`src/rtl/frac_tick_pkg.sv`:
```
package frac_tick_pkg;

  localparam int unsigned DIGIT_W = 4;

  typedef logic [DIGIT_W-1:0] bcd_digit_t;

  localparam bcd_digit_t DIGIT_MAX = 4'd9;

  function automatic bcd_digit_t bcd_step(input bcd_digit_t d);
    return (d == DIGIT_MAX) ? '0 : d + 4'd1;
  endfunction

endpackage

```
`src/rtl/frac_period_div.sv`:
```
module frac_period_div #(
  parameter int unsigned LONG_PERIOD  = 41,
  parameter int unsigned SHORT_PERIOD = 40,
  parameter int unsigned SEQ_LEN      = 25
) (
  input  logic clk,
  input  logic rst_n,
  input  logic step,
  output logic tick_o
);
  localparam int unsigned PW = $clog2(LONG_PERIOD);
  localparam int unsigned SW = (SEQ_LEN > 1) ? $clog2(SEQ_LEN) : 1;
  localparam logic [PW-1:0] LONG_LIM  = PW'(LONG_PERIOD - 1);
  localparam logic [PW-1:0] SHORT_LIM = PW'(SHORT_PERIOD - 1);
  localparam logic [SW-1:0] SEQ_LAST  = SW'(SEQ_LEN - 1);

  logic [PW-1:0] pcnt;
  logic [SW-1:0] scnt;
  logic [PW-1:0] limit;
  logic          period_done;

  // the short period closes each group of SEQ_LEN ticks
  assign limit       = (scnt == SEQ_LAST) ? SHORT_LIM : LONG_LIM;
  assign period_done = step && (pcnt == limit);

  always_ff @(posedge clk) begin
    if (!rst_n) begin
      pcnt   <= '0;
      scnt   <= '0;
      tick_o <= 1'b0;
    end else begin
      tick_o <= period_done;
      if (period_done) begin
        pcnt <= '0;
        scnt <= (scnt == SEQ_LAST) ? '0 : scnt + 1'b1;
      end else if (step) begin
        pcnt <= pcnt + 1'b1;
      end
    end
  end
endmodule

```
`src/rtl/bcd_chain_counter.sv`:
```
module bcd_chain_counter
  import frac_tick_pkg::*;
#(
  parameter int unsigned DIGITS = 2
) (
  input  logic                        clk,
  input  logic                        rst_n,
  input  logic                        inc,
  output logic [DIGITS*DIGIT_W-1:0]   value,
  output logic                        wrap
);
  logic [DIGITS:0] carry;
  bcd_digit_t      dig [DIGITS];

  assign carry[0] = inc;

  for (genvar d = 0; d < DIGITS; d++) begin : g_digit
    assign carry[d+1] = carry[d] && (dig[d] == DIGIT_MAX);
    assign value[d*DIGIT_W +: DIGIT_W] = dig[d];

    always_ff @(posedge clk) begin
      if (!rst_n) begin
        dig[d] <= '0;
      end else if (carry[d]) begin
        dig[d] <= bcd_step(dig[d]);
      end
    end
  end

  // carry out of the top digit is the all-nines to all-zeros step
  always_ff @(posedge clk) begin
    if (!rst_n) begin
      wrap <= 1'b0;
    end else begin
      wrap <= carry[DIGITS];
    end
  end
endmodule

```
`src/rtl/sqw_divider.sv`:
```
module sqw_divider #(
  parameter int unsigned DIV = 4
) (
  input  logic clk,
  input  logic rst_n,
  input  logic step,
  output logic level
);
  localparam int unsigned HALF = DIV / 2;

  if (HALF <= 1) begin : g_direct
    always_ff @(posedge clk) begin
      if (!rst_n) begin
        level <= 1'b0;
      end else if (step) begin
        level <= ~level;
      end
    end
  end else begin : g_counted
    localparam int unsigned CW = $clog2(HALF);
    localparam logic [CW-1:0] LAST = CW'(HALF - 1);
    logic [CW-1:0] cnt;

    always_ff @(posedge clk) begin
      if (!rst_n) begin
        cnt   <= '0;
        level <= 1'b0;
      end else if (step) begin
        if (cnt == LAST) begin
          cnt   <= '0;
          level <= ~level;
        end else begin
          cnt <= cnt + 1'b1;
        end
      end
    end
  end
endmodule

```
`src/rtl/frac_tick_divider.sv`:
```
module frac_tick_divider
  import frac_tick_pkg::*;
#(
  parameter int unsigned LONG_PERIOD  = 41,
  parameter int unsigned SHORT_PERIOD = 40,
  parameter int unsigned SEQ_LEN      = 25,
  parameter int unsigned HUND_DIGITS  = 2,
  parameter int unsigned SQW_DIV      = 4
) (
  input  logic                              clk,
  input  logic                              rst_n,
  input  logic                              base_en,
  input  logic                              osc_halt,
  input  logic                              sqw_off,
  output logic                              tick,
  output logic [HUND_DIGITS*DIGIT_W-1:0]    hund_bcd,
  output logic                              hund_wrap,
  output logic                              sqw_out,
  output logic                              sqw_oe
);
  logic run_step;

  // a halted oscillator swallows every strobe
  assign run_step = base_en && !osc_halt;
  assign sqw_oe   = !sqw_off;

  frac_period_div #(
    .LONG_PERIOD (LONG_PERIOD),
    .SHORT_PERIOD(SHORT_PERIOD),
    .SEQ_LEN     (SEQ_LEN)
  ) u_period (
    .clk   (clk),
    .rst_n (rst_n),
    .step  (run_step),
    .tick_o(tick)
  );

  bcd_chain_counter #(
    .DIGITS(HUND_DIGITS)
  ) u_hund (
    .clk  (clk),
    .rst_n(rst_n),
    .inc  (tick),
    .value(hund_bcd),
    .wrap (hund_wrap)
  );

  sqw_divider #(
    .DIV(SQW_DIV)
  ) u_sqw (
    .clk  (clk),
    .rst_n(rst_n),
    .step (run_step),
    .level(sqw_out)
  );
endmodule

```
`config.mk`:
```
export PLATFORM = sky130hd
export DESIGN_NAME = frac_tick_divider
export DESIGN_NICKNAME = d
export VERILOG_FILES = /design/src/rtl/frac_tick_pkg.sv /design/src/rtl/frac_period_div.sv /design/src/rtl/bcd_chain_counter.sv /design/src/rtl/sqw_divider.sv /design/src/rtl/frac_tick_divider.sv
export SDC_FILE = /design/constraint.sdc
export NUM_CORES = 1
export LEC_CHECK = 0
export BUFFER_PORTS_ARGS = -buffer_cell sky130_fd_sc_hd__buf_2
export CAP_MARGIN = 20
export CORE_ASPECT_RATIO = 0.9
export CORE_MARGIN = 5
export CORE_UTILIZATION = 51
export CTS_BUF_LIST = sky130_fd_sc_hd__clkbuf_8
export DETAILED_ROUTE_END_ITERATION = 6
export GPL_TIMING_DRIVEN = 0
export HOLD_SLACK_MARGIN = 0.1
export PLACE_DENSITY_LB_ADDON = 0.2
export SLEW_MARGIN = 20
export SYNTH_ARGS = -nofsm -noshare
export SYNTH_HDL_FRONTEND = slang
export SYNTH_SLANG_ARGS = --single-unit
```
`constraint.sdc`:
```
create_clock -name clk -period 1.6 [get_ports clk]
set_input_delay 0.48 -clock clk [delete_from_list [all_inputs] [get_ports clk]]
set_output_delay 0.48 -clock clk [all_outputs]
set_load 0.01 [all_outputs]
```
==> metrics.txt <==
row count 16; outcome finished clean; Synth area leaders dfxtp_1 (26%), edfxtp_1 (21%), ha_1 (7.7%); NetSw 0.241 mW; #FFs+latches synth 23; RSZ-0062 raised after global routing no; busiest grt layer met2; # port buffers 15; fmax 674 MHz; # hold bufs at CTS 0; DR WL/cell 11.6 µm; GPL Wtd Cong 0.749; Post-Place Cell Area 0.00125 mm²; drt pass-1 iters 2; Slew Limit Fails 0; worst vdd ir 0.705 mV; die height 54.9 µm; die extent in x 59.9 µm; first-pass GRT wire length 3.07 mm; TritonCTS clock tree done; DR vias/cell 5.01; Clock Skews 0.00226 ns; Post-synth EDFFs 8; clock latency on the worst-skew pair 0.27 ns; Synth Instances 112; number of remaining DRC errors 0; initial antenna violation count 0; CTS Root Buffer Type clkbuf_8; CP Data Arrival Time 1.67 ns; Area Growth Syn to Fin 13.6%; Syn Std Cell Area 0.00114 mm²; cell with the most instances after synthesis nor2_1; largest net degree at the start of global routing 14; min cycle time layout 1.48 ns; fraction of layout cells with a size suffix above 1 0.221; critical-path cell list inv_1 -> ha_1 -> nand4b_4 -> mux2i_2 -> o21ai_2 -> buf_6 -> o22ai_1; hold_ws 0.500 ns; Syn. warnings 0; syn_nets 124; Setup crit end kind register; via count 791; slowest CP cell dfxtp_1; number of buffers created by CTS 3; met1 Track Usage GR 0.140; worst min-delay path class input port to register; Final #Nets 144; ANT nets after route 0; CTS sink cnt 23; Post-CTS Setup Bufs 0; Mapped Avg Cell Area 10.2 µm²; Combinational Power Share 0.074; Max-Cap Viols 0; Seq/Total Area, Yosys 0.474; post-synth top area share 0.263; ant diodes 0; Initial Util 0.528; CTS clk-pin slew, worst paths 0.08 ns; Core Area 0.00216 mm²; dpl hpwl 1.34 mm; clock share of power 0.332; Post-synth top cells nor2_1 (17), dfxtp_1 (15), inv_1 (10); drt first-iter violations 18; met2 GRT Util 0.221; leading area contributor after synthesis dfxtp_1; final wirelength 1.83 mm; GR Util met3 0.0425; Flop pwr share 0.593; Final Cycle Share 0.927; Setup-failing EPs final 0; Clock Tree Buf Depth 2; critical path class register to register; CP Launch Type register; top-level port count 17; Cell Pwr Density 828 mW/mm²; Final Hold Vio Count 0; worst rel slew slack 0.746; FFs w/ async S/R, synth 0; post-synth cell types 29; CP max FO 10; htree depth 1; number of global-route vias before repair 729; Worst EP required 1.79 ns; CP max stage delay 0.36 ns; leakage 0.525 nW; die area 0.00328 mm²; Congestion Overflow GR 0; CTS resizes 1; Net Sw Frac 0.225; Main synth FF type dfxtp_1; cell internal pwr 0.832 mW; Worst Tran Pin Value 0.378 ns; cell area after layout 0.00130 mm²; Tot GR Track Use 0.130
[power groups by stage]
stage / clock network (mW) / logic, mW / registers, mW
6_report: 0.357 / 0.0797 / 0.637
3_3_place_gp: 0 / 0.0790 / 0.649
5_1_grt: 0.396 / 0.0897 / 0.640
4_1_cts: 0.373 / 0.0814 / 0.637
2_1_floorplan: 0 / 0.0490 / 0.655
3_5_place_dp: 0 / 0.0796 / 0.651
[metrics by stage]
stage | instances | utilization | setup WS (ns) | power (mW) | setup TNS [ns]
finish | 158 | 0.600 | 0.117 | 1.07 | 0
global route | 158 | 0.600 | 0.0281 | 1.13 | 0
CTS | 158 | 0.600 | 0.0973 | 1.09 | 0
detailed placement | 154 | 0.578 | -0.0489 | 0.731 | -0.195
floorplan | 112 | - | 0.0907 | 0.704 | 0
global placement | 154 | 0.578 | -0.0475 | 0.729 | -0.190
[placed cells by master, fill, tap and decap left out, types with 2 or more instances in the layout]
cell	netlist	final
o22ai_1	3	3
nand3b_1	2	2
xnor2_1	6	6
nor2_1	17	17
and2_1	2	2
nand3_1	6	6
inv_1	10	10
buf_2	0	15
ha_1	7	7
clkbuf_8	0	3
nand4_1	2	2
xor2_1	7	7
buf_4	2	2
mux2i_1	2	2
dfxtp_1	15	15
nand2_1	8	8
edfxtp_1	8	8
[path summary, 6_finish.rpt]
check                     end  slack [ns]             start  depth (start not counted)
max          u_period.scnt[3]        0.12  u_period.scnt[0]                          7
max reg2reg  u_period.scnt[3]        0.12  u_period.scnt[0]                          7
min reg2reg       u_hund.wrap        0.50   u_period.tick_o                          2
min           u_period.tick_o        0.50             rst_n                          3
[cell families after synthesis]
| family | count (synthesis) | share of synthesized area |
|---|---|---|
| compound gates | 7 | 0.0406 |
| xor+xnor | 13 | 0.0998 |
| fa+ha+maj | 7 | 0.0768 |
| buf+inv | 13 | 0.0559 |
| flops | 23 | 0.474 |
| mux | 3 | 0.0296 |
| simple gates | 46 | 0.224 |
[critical path: cells and delay by family (launching register included)]
kind | cells | cell delay [ns]
adder cells (fa/ha/maj) | 1 | 0.23
AND/OR/NAND/NOR | 1 | 0.11
multiplexers | 1 | 0.26
AO/OA/AOI/OAI | 2 | 0.23
buffers and inverters | 2 | 0.21
flip-flops | 1 | 0.36
[cell type report]
type	count	area [µm²]
buffer	3	26.3
clock buffer	3	41.3
clock inverter	1	5.00
fill	193	866
inverter	10	37.5
multi-input combinational	76	537
sequential	23	541
tap	27	33.8
timing repair buffer	15	75.1
[sequential cells by signal, summed over array words and instances, names as in the netlist]
signal / cells
u_period.tick_o: 1
u_hund.dig: 8
u_period.pcnt: 6
u_sqw.level: 1
u_period.scnt: 5
u_sqw.g_counted.cnt: 1
u_hund.wrap: 1
[layer usage]
layer | share of wire | routed length (µm) | vias up
met3 | 0.060 | 110 | 4
met5 | 0 | 0 | -
met1 | 0.44 | 806 | 359
met4 | 0.018 | 32 | 0
met2 | 0.48 | 877 | 15
li1 | - | - | 413
(Power assumes the default switching activity.)
